--- config.mk ---
export PLATFORM = sky130hd
export DESIGN_NAME = ocp_hiccup_ctrl
export DESIGN_NICKNAME = d
export VERILOG_FILES = /design/src/rtl/ocp_pkg.sv /design/src/rtl/ocp_compare.sv /design/src/rtl/ocp_hold_timer.sv /design/src/rtl/ocp_fsm.sv /design/src/rtl/ocp_hiccup_ctrl.sv
export SDC_FILE = /design/constraint.sdc
export NUM_CORES = 1
export LEC_CHECK = 0
export ABC_AREA = 0
export BUFFER_PORTS_ARGS = -buffer_cell sky130_fd_sc_hd__buf_2
export CORE_MARGIN = 1
export CORE_UTILIZATION = 45
export CTS_CLUSTER_DIAMETER = 50
export DETAILED_ROUTE_END_ITERATION = 7
export PLACE_DENSITY_LB_ADDON = 0.2
export SETUP_SLACK_MARGIN = 0.5
export SYNTH_ARGS = -nofsm -noshare
export SYNTH_HDL_FRONTEND = slang
export SYNTH_SLANG_ARGS = --single-unit
--- constraint.sdc ---
create_clock -name clk -period 2 [get_ports clk]
set_clock_uncertainty 0.1 [all_clocks]
set_input_delay 0.4 -clock clk [delete_from_list [all_inputs] [get_ports clk]]
set_output_delay 0.4 -clock clk [all_outputs]
set_load 0.1 [all_outputs]
--- src/rtl/ocp_pkg.sv ---
package ocp_pkg;

    typedef enum logic [1:0] {
        ST_IDLE = 2'd0,
        ST_SOFT = 2'd1,
        ST_RUN  = 2'd2,
        ST_HOLD = 2'd3
    } ocp_state_t;

    typedef struct packed {
        logic gates_on;
        logic aux_hiz;
        logic pg;
        logic ssr;
    } drive_t;

    function automatic drive_t decode_drive(ocp_state_t s);
        drive_t d;
        d.gates_on = (s == ST_SOFT) || (s == ST_RUN);
        d.aux_hiz  = !d.gates_on;
        d.pg       = (s == ST_RUN);
        d.ssr      = (s == ST_SOFT);
        return d;
    endfunction

    function automatic int cnt_width(int n);
        return (n < 2) ? 1 : $clog2(n + 1);
    endfunction

endpackage

--- src/rtl/ocp_compare.sv ---
module ocp_compare #(
    parameter int CODE_W  = 10,
    parameter int OCP_REF = 500
) (
    input  logic [CODE_W-1:0] iavg_code,
    output logic              over
);
    localparam logic [CODE_W-1:0] REF_C = CODE_W'(OCP_REF);

    always_comb begin
        over = (iavg_code > REF_C);
    end
endmodule

--- src/rtl/ocp_hold_timer.sv ---
module ocp_hold_timer #(
    parameter int HOLD_TICKS = 12000
) (
    input  logic clk,
    input  logic rst,
    input  logic run,
    input  logic tick,
    output logic done
);
    localparam int CW = ocp_pkg::cnt_width(HOLD_TICKS);
    localparam logic [CW-1:0] LAST = CW'(HOLD_TICKS - 1);

    logic [CW-1:0] cnt;

    always_comb begin
        done = run && tick && (cnt == LAST);
    end

    always_ff @(posedge clk) begin
        if (rst || !run || done) begin
            cnt <= '0;
        end else if (tick) begin
            cnt <= cnt + 1'b1;
        end
    end

    AST_CNT_BOUND: assert property (@(posedge clk) disable iff (rst)
        cnt <= LAST);
    AST_CNT_CLEAR: assert property (@(posedge clk) disable iff (rst)
        !run |=> cnt == '0);
endmodule

--- src/rtl/ocp_fsm.sv ---
module ocp_fsm
    import ocp_pkg::*;
(
    input  logic       clk,
    input  logic       rst,
    input  logic       en,
    input  logic       over,
    input  logic       ss_done,
    input  logic       hold_done,
    output ocp_state_t state
);
    ocp_state_t nxt;

    always_comb begin
        nxt = state;
        if (!en) begin
            nxt = ST_IDLE;
        end else begin
            unique case (state)
                ST_IDLE: nxt = ST_SOFT;
                ST_SOFT: begin
                    if (over)         nxt = ST_HOLD;
                    else if (ss_done) nxt = ST_RUN;
                end
                ST_RUN:  if (over) nxt = ST_HOLD;
                ST_HOLD: if (hold_done) nxt = ST_SOFT;
                default: nxt = ST_IDLE;
            endcase
        end
    end

    always_ff @(posedge clk) begin
        if (rst) state <= ST_IDLE;
        else     state <= nxt;
    end

    AST_RETRY_AFTER_HOLD: assert property (@(posedge clk) disable iff (rst)
        (state == ST_HOLD && hold_done && en) |=> state == ST_SOFT);
    AST_HOLD_UNTIL_DONE: assert property (@(posedge clk) disable iff (rst)
        (state == ST_HOLD && !hold_done && en) |=> state == ST_HOLD);
endmodule

--- src/rtl/ocp_hiccup_ctrl.sv ---
module ocp_hiccup_ctrl
    import ocp_pkg::*;
#(
    parameter int NPH        = 4,
    parameter int CODE_W     = 10,
    parameter int OCP_REF    = 500,
    parameter int HOLD_TICKS = 12000
) (
    input  logic              clk,
    input  logic              rst,
    input  logic              en,
    input  logic [CODE_W-1:0] iavg_code,
    input  logic              ss_done,
    input  logic              tick,
    output logic [NPH-1:0]    ugate_en,
    output logic [NPH-1:0]    lgate_en,
    output logic              aux_hiz,
    output logic              pgood,
    output logic              ss_req
);
    ocp_state_t state;
    drive_t     drv;
    logic       over;
    logic       hold_done;
    logic       hold_run;

    ocp_compare #(.CODE_W(CODE_W), .OCP_REF(OCP_REF)) u_cmp (
        .iavg_code (iavg_code),
        .over      (over)
    );

    ocp_hold_timer #(.HOLD_TICKS(HOLD_TICKS)) u_tmr (
        .clk  (clk),
        .rst  (rst),
        .run  (hold_run),
        .tick (tick),
        .done (hold_done)
    );

    ocp_fsm u_fsm (
        .clk       (clk),
        .rst       (rst),
        .en        (en),
        .over      (over),
        .ss_done   (ss_done),
        .hold_done (hold_done),
        .state     (state)
    );

    always_comb begin
        hold_run = (state == ST_HOLD);
        drv      = decode_drive(state);
        aux_hiz  = drv.aux_hiz;
        pgood    = drv.pg;
        ss_req   = drv.ssr;
    end

    for (genvar p = 0; p < NPH; p++) begin : g_phase
        assign ugate_en[p] = drv.gates_on;
        assign lgate_en[p] = drv.gates_on;
    end

    AST_TRIP_SHUTDOWN: assert property (@(posedge clk) disable iff (rst)
        (en && over && (ss_req || pgood)) |=>
        (ugate_en == '0 && lgate_en == '0 && aux_hiz && !pgood && !ss_req));
    AST_DISABLE_IDLE: assert property (@(posedge clk) disable iff (rst)
        !en |=> (ugate_en == '0 && lgate_en == '0 && !pgood && !ss_req));
    AST_PGOOD_AFTER_DONE: assert property (@(posedge clk) disable iff (rst)
        $rose(pgood) |-> ($past(ss_done) && $past(ss_req)));
    AST_NO_TRIP_AT_REF: assert property (@(posedge clk) disable iff (rst)
        (pgood && en && !over) |=> pgood);
endmodule

==> run metrics, run 1 <==
status finished, final reports clean; Clock Tree Buf Depth 2; Max Slew Vio Count 0; 1st-iter DRT viols 27; DP Wirelength 1420 um; DRC 0; Area contributors post-synth dfxtp_1, xnor2_1, buf_4; top cell type's share of synthesized area 0.353; peak supply drop 0.492 mV; GRT overflow 0; Core Rows 15; max-cap violations 0; delay-heaviest family, CP buffers and inverters; crit path cell chain inv_2 > ha_4 > clkinvlp_4 > buf_6; critical path endpoint category output pin; DIE AREA 2200 um2; largest area contributor in the netlist dfxtp_1; 1st-pass router iterations 4; Hold Fails Final Rpt 0; Fillers 94; YS warnings 0; CTS tree built; vias in the first global route 940; I/O pin count 26; commonest non-fill, non-tap cell in the layout buf_4; type of origin of the critical path flop; CTS clk-pin slew, worst paths 0.10 ns; Final WS setup 0.0928 ns; Final setup viols 0; Chip Height 46.9 um; Pwr per Cell Area 592 nW/um2; Synth Cell Area 908 um2; Buf+Inv Stages, Crit Path 3; Worst Path Required 1.50 ns; critical path's largest stage delay 0.36 ns; RSZ-0062 raised after global routing yes; first-pass GRT wire length 4220 um; Post-Syn Instances 105; min Tclk post-route 1.91 ns; period utilization 0.954; GR Util All Layers 0.288; Worst EP arrival 1.41 ns; post-DR vias/cell 5.75; synth unique cells 36; FMAX 524 MHz; Num CTS Buffers 3; P&R area growth vs syn 65.0%; hold crit path type in -> reg; pre-CTS setup slack 0.0845 ns; CTS Sinks 16; nets 173; root buf cell clkbuf_4; placed cell area 1120 um2; via count 1024; critical path's slowest cell dfxtp_2; Util after Layout 0.832; post-route cell area 1500 um2; Synth Register Bits 16; Pleak 0.554 nW; IO buf count 25; Post-Syn Nets 124; Post-DRT Antenna Nets 0; ANT cells 0; die width 46.9 um; Rel. slew slack 0.745; hold slack 0.402 ns; initial antenna violation count 0; syn avg cell area 8.65 um2; hold-fix buffers at CTS 0; commonest cells after routing, fill and taps aside buf_4, buf_2, buf_6; Worst Path Max Fanout 5; core footprint 1800 um2; GPL Wtd Cong 0.778; Least-Margin Pin Slew 0.379 ns; largest net degree at the start of global routing 10; htree depth 1; final WL 3260 um; share of layout cells above drive strength 1 0.595; clk_lat worst skew 0.29 ns; Initial Util 0.504; crit path kind reg -> out; sequential area share after synthesis 0.353; routed len/inst 18.3 um
cell families after synthesis:
| logic type | after synthesis | synth area share |
|---|---|---|
| adders and majority gates | 4 | 0.0551 |
| muxes | 3 | 0.0344 |
| xor gates and xnor gates | 11 | 0.106 |
| DFF | 16 | 0.353 |
| AOI/OAI and AO/OA | 11 | 0.0868 |
| buffers and inverters | 14 | 0.0881 |
| and+or+nand+nor | 46 | 0.277 |
per-layer routing:
| metal | vias up | global-route usage | wire length (um) |
|---|---|---|---|
| met5 | - | 0 | 0 |
| li1 | 455 | - | - |
| met4 | 0 | 0.223 | 144 |
| met2 | 69 | 0.497 | 1690 |
| met3 | 22 | 0.100 | 214 |
| met1 | 478 | 0.278 | 1210 |
state kept, by name (all words and copies together) (netlist names):
signal and flops:
u_fsm.state 2, u_tmr.cnt 14
what timing repair did:
| action | CTS | global route |
|---|---|---|
| gates resized for setup | 48 | 20 |
| endpoints found under the setup margin | 27 | 27 |
| gates cloned | 2 | 0 |
| pin swaps | 8 | 7 |
| setup buffers | 13 | 4 |
where the power goes:
part	internal (W)	switching, W
Sequential	0.000317	0.00000444
Combinational	0.000119	0.000269
Clock	0.0000775	0.000101
Total	0.000514	0.000374
stage by stage:
| step | total power [W] | TNS (ns) | instances |
|---|---|---|---|
| after floorplan | 0.000606 | -2.63 | 105 |
| after detailed placement | 0.000614 | 0 | 155 |
| after global placement | 0.000612 | 0 | 155 |
| after global routing | 0.000918 | 0 | 178 |
| final | 0.000888 | 0 | 178 |
| after CTS | 0.000863 | 0 | 174 |
area by class of cell:
class / count / area [um2] / share of cell area
multi-input cells: 75 / 606 / 0.404
repair buffers: 51 / 454 / 0.303
flip-flops and latches: 16 / 345 / 0.230
well taps: 25 / 31.3 / 0.0209
inverters: 6 / 28.8 / 0.0192
clock buffers: 4 / 26.3 / 0.0175
repair inverters: 1 / 7.51 / 0.00501
Yosys cell counts (all sizes together):
master / count
dfxtp: 16
nor2: 14
buf: 8
xnor2: 8
nand2: 7
inv: 6
ha: 4
nand3: 4
nand4: 4
a21oi: 3
nor3: 3
xor2: 3
and3: 2
mux2i: 2
nand3b: 2
nor4: 2
or4: 2
a211oi: 1
a21boi: 1
a22oi: 1
and2: 1
mux2: 1
nand2b: 1
nand4bb: 1
nor2b: 1
o2111ai: 1
o211ai: 1
o21a: 1
o21ai: 1
o31ai: 1
or2: 1
or3: 1
worst register-to-register path: stages, from the launching register on:
cell and delay [ns]:
dfxtp_2 0.34, nand4bb_1 0.17, or4_4 0.54, a22oi_2 0.27, mux2_4 0.33
path summary, 6_finish.rpt:
check,from,endpoint,slack [ns],cells past startpoint
worst max-delay path,u_fsm.state[0],lgate_en[3],0.09,4
worst min-delay path,rst,u_fsm.state[1],0.40,4
worst max register to register,u_tmr.cnt[8],u_fsm.state[0],0.15,4
worst min register to register,u_tmr.cnt[13],u_tmr.cnt[13],0.42,2
Note: power is estimated with default switching activity, not from simulation.
==> run 2: changes to the inputs <==
--- a/config.mk
+++ b/config.mk
@@ -8,7 +8,7 @@
 export ABC_AREA = 0
 export BUFFER_PORTS_ARGS = -buffer_cell sky130_fd_sc_hd__buf_2
 export CORE_MARGIN = 1
-export CORE_UTILIZATION = 45
+export CORE_UTILIZATION = 33
 export CTS_CLUSTER_DIAMETER = 50
 export DETAILED_ROUTE_END_ITERATION = 7
 export PLACE_DENSITY_LB_ADDON = 0.2
==> run metrics, run 2 (synthesis results as in run 1) <==
via count 927; Core Rows 18; 1st-iter DRT viols 9; CTS Sinks 16; crit path cell chain inv_2 > ha_4 > clkinvlp_4 > buf_12 > buf_12; CP endpoint lgate_en[1]; Reg2Reg Depth 4; I/O pin count 26; peak supply drop 0.547 mV; core footprint 2540 um2; P&R area growth vs syn 72.5%; Top Registers u_tmr.cnt x14, u_fsm.state x2; Worst Path Max Fanout 5; Post-DRT Antenna Nets 0; critical path's slowest cell dfxtp_2; Worst EP arrival 1.39 ns; vias in the first global route 951; hold crit path type in -> reg; Worst Path Required 1.50 ns; Initial Util 0.357; Pleak 0.576 nW; commonest non-fill, non-tap cell in the layout buf_4; largest net degree at the start of global routing 10; critical path's largest stage delay 0.35 ns; Pwr per Cell Area 622 nW/um2; Hold Fails Final Rpt 0; Clock Tree Buf Depth 2; Num CTS Buffers 3; Critical path origin u_fsm.state[0]; Fillers 213; type of origin of the critical path flop; clk_lat worst skew 0.29 ns; initial antenna violation count 0; commonest cells after routing, fill and taps aside buf_4, buf_2, nor2_2, buf_12, xnor2_1; CTS tree built; first-pass GRT wire length 3880 um; share of layout cells above drive strength 1 0.605; root buf cell clkbuf_4; Final WS setup 0.109 ns; post-DR vias/cell 5.09; period utilization 0.945; die width 54.5 um; GPL Wtd Cong 0.795; flop-to-flop setup slack 0.20 ns; Worst Hold Launch rst; max-cap violations 0; routed len/inst 14.3 um; Chip Height 54.5 um; delay-heaviest family, CP buffers and inverters; pre-CTS setup slack 0.0820 ns; GRT overflow 0; Crit. path cell count 5; ANT cells 0; Final setup viols 0; min Tclk post-route 1.89 ns; critical path endpoint category output pin; Rel. slew slack 0.732; Least-Margin Pin Slew 0.399 ns; final WL 2610 um; GR Util All Layers 0.193; CTS clk-pin slew, worst paths 0.10 ns; FMAX 529 MHz; status finished, final reports clean; DIE AREA 2970 um2; R2R Path Start u_tmr.cnt[8]; crit path kind reg -> out; Util after Layout 0.616; RSZ-0062 raised after global routing yes; htree depth 1; DRC 0; nets 172; 1st-pass router iterations 4; max reg flops 14; worst r2r dst u_fsm.state[0]; Crit path top cell by count buf_12; Max Slew Vio Count 0; hold-fix buffers at CTS 0; register with the most flip-flops u_tmr.cnt; DP Wirelength 1540 um; Buf+Inv Stages, Crit Path 4; IO buf count 25
[run 2: area by class of cell]
cell class | count | area, um2 | area share
timing repair buffer | 51 | 517 | 0.330
inverter | 6 | 26.3 | 0.0168
tap | 30 | 37.5 | 0.0240
multi-input combinational | 75 | 609 | 0.389
sequential | 16 | 340 | 0.217
clock buffer | 4 | 36.3 | 0.0232
[run 2: timing repair]
| action | 4_1_cts | 5_1_grt |
|---|---|---|
| setup buffers | 13 | 2 |
| pin swaps | 4 | 4 |
| hold endpoints to repair | 0 | 0 |
| gates resized for setup | 62 | 15 |
| setup endpoints to repair | 27 | 27 |
[run 2: worst min path at each step]
stage,end,slack [ns],depth (start not counted)
after global routing,u_fsm.state[1],0.34,4
final,u_fsm.state[1],0.34,4
after CTS,u_fsm.state[1],0.31,4
after detailed placement,u_tmr.cnt[13],0.38,2
after floorplan,u_tmr.cnt[13],0.35,2
after global placement,u_tmr.cnt[13],0.37,2
[run 2: metrics by stage]
stage	cells	power (W)	cell area [um2]	setup TNS (ns)	hold WS, ns
global route	182	0.00102	1570	0	0.341
floorplan	105	0.000606	981	-2.63	0.352
detailed placement	163	0.000614	1150	0	0.378
global placement	163	0.000612	1150	0	0.371
finish	182	0.000975	1570	0	0.338
CTS	180	0.000973	1510	0	0.313
[run 2: worst register-to-register path: cells and delay by family, from the launching register on]
family / cells / cell delay [ns]
simple gates: 2 / 0.73
flops: 1 / 0.33
mux: 1 / 0.32
compound gates: 1 / 0.22
[run 2: power breakdown]
part	switching, W	internal [W]	leakage, nW	total, W
logic	0.000270	0.000165	0.420	0.000435
registers	0.00000307	0.000318	0.135	0.000321
clock network	0.000108	0.000111	0.0210	0.000219
total	0.000381	0.000594	0.576	0.000975
[run 2: routing by layer]
layer / vias up / share of wire / track usage
li1: 453 / - / -
met1: 441 / 0.39 / 0.156
met2: 29 / 0.55 / 0.407
met3: 4 / 0.050 / 0.0694
met4: 0 / 0.010 / 0.0641
met5: - / 0 / 0
==> run 3: changes to the inputs <==
==> constraint.sdc (replaced) <==
create_clock -name clk -period 2.17 [get_ports clk]
set_clock_uncertainty 0.1 [all_clocks]
set_input_delay 0.434 -clock clk [delete_from_list [all_inputs] [get_ports clk]]
set_output_delay 0.434 -clock clk [all_outputs]
set_load 0.1 [all_outputs]
==> run metrics, run 3 (synthesis results as in run 1) <==
status finished, final reports clean; htree depth 1; Crit path top cell by count buf_12; Util after Layout 0.588; commonest non-fill, non-tap cell in the layout buf_2; core footprint 2540 um2; Post-DRT Antenna Nets 0; GPL Wtd Cong 0.822; crit path kind reg -> out; hold-fix buffers at CTS 0; min Tclk post-route 1.94 ns; CTS tree built; IO buf count 25; 1st-iter DRT viols 5; Top Registers u_tmr.cnt x14, u_fsm.state x2; Rel. slew slack 0.766; max reg flops 14; initial antenna violation count 0; FMAX 517 MHz; critical path's largest stage delay 0.35 ns; first-pass GRT wire length 3220 um; Core Rows 18; Worst Path Required 1.64 ns; P&R area growth vs syn 64.6%; DP Wirelength 1310 um; crit path cell chain inv_2 > ha_4 > clkinvlp_4 > buf_12 > buf_12; nets 165; final WL 2160 um; max-cap violations 0; critical path's slowest cell dfxtp_2; root buf cell clkbuf_4; flop-to-flop setup slack 0.37 ns; period utilization 0.892; Num CTS Buffers 3; Least-Margin Pin Slew 0.347 ns; Hold Fails Final Rpt 0; Max Slew Vio Count 0; commonest cells after routing, fill and taps aside buf_2, buf_4, buf_12; type of origin of the critical path flop; hold crit path type in -> reg; Worst EP arrival 1.40 ns; largest net degree at the start of global routing 15; register with the most flip-flops u_tmr.cnt; DIE AREA 2970 um2; critical path endpoint category output pin; Initial Util 0.357; die width 54.5 um; GR Util All Layers 0.155; Chip Height 54.5 um; hold slack 0.360 ns; share of layout cells above drive strength 1 0.552; routed len/inst 12.3 um; clk_lat worst skew 0.29 ns; Clock Tree Buf Depth 2; ANT cells 0; I/O pin count 26; GRT overflow 0; Pleak 0.541 nW; post-DR vias/cell 4.87; peak supply drop 0.512 mV; Final setup viols 0; Pwr per Cell Area 592 nW/um2; CTS clk-pin slew, worst paths 0.09 ns; Worst Path Max Fanout 5; via count 852; RSZ-0062 raised after global routing yes; vias in the first global route 812; CTS Sinks 16; 1st-pass router iterations 4; DRC 0
## run 3: cell count changes in the layout (fill, tap and decap cells not counted), sizes merged
cell / previous run / this run
buf: 51 / 44
## run 3: per-stage QoR
step	std cells	total power, W	TNS, ns	setup slack (ns)	cell area, um2
after CTS	171	0.000883	0	0.255	1410
after global placement	155	0.000562	0	0.162	1080
after floorplan	105	0.000558	-1.56	-0.233	970
after detailed placement	155	0.000563	0	0.129	1080
after global routing	175	0.000922	0	0.178	1500
final	175	0.000885	0	0.235	1500
## run 3: area by class of cell
class | instances | area (um2)
Inverter | 6 | 26.3
Fill cell | 210 | 1050
Tap cell | 30 | 37.5
Timing Repair Buffer | 44 | 455
Clock buffer | 4 | 36.3
Sequential cell | 16 | 344
Multi-Input combinational cell | 75 | 596
## run 3: repair_timing
item,in CTS,in global routing
gates resized for setup,58,20
setup buffers,12,3
cloned,0,1
pin swaps,3,11
setup endpoints to repair,27,27
## run 3: path summary, 6_finish.rpt
kind,from,to,depth (start not counted)
worst min-delay path,rst,u_fsm.state[1],4
worst max-delay path,u_fsm.state[0],lgate_en[1],5
worst min register to register,u_tmr.cnt[13],u_tmr.cnt[13],2
worst max register to register,u_tmr.cnt[8],u_fsm.state[0],4
## run 3: routing by layer
| metal | share of wire | track usage | wire length [um] |
|---|---|---|---|
| met1 | 0.39 | 0.152 | 837 |
| met2 | 0.54 | 0.301 | 1170 |
| met3 | 0.046 | 0.0167 | 100 |
| met4 | 0.024 | 0.103 | 51 |
| met5 | 0 | 0 | 0 |
## run 3: critical path, delay by kind of cell, from the launching register on
kind	cells	cell delay [ns]
buf+inv	4	0.48
fa+ha+maj	1	0.27
flops	1	0.35
## run 3: power by group
| group | leakage [nW] | switching (W) | internal [W] |
|---|---|---|---|
| Combinational | 0.383 | 0.000244 | 0.000151 |
| Clock | 0.0210 | 0.0000923 | 0.000102 |
| Sequential | 0.136 | 0.00000288 | 0.000293 |
| Total | 0.541 | 0.000339 | 0.000546 |
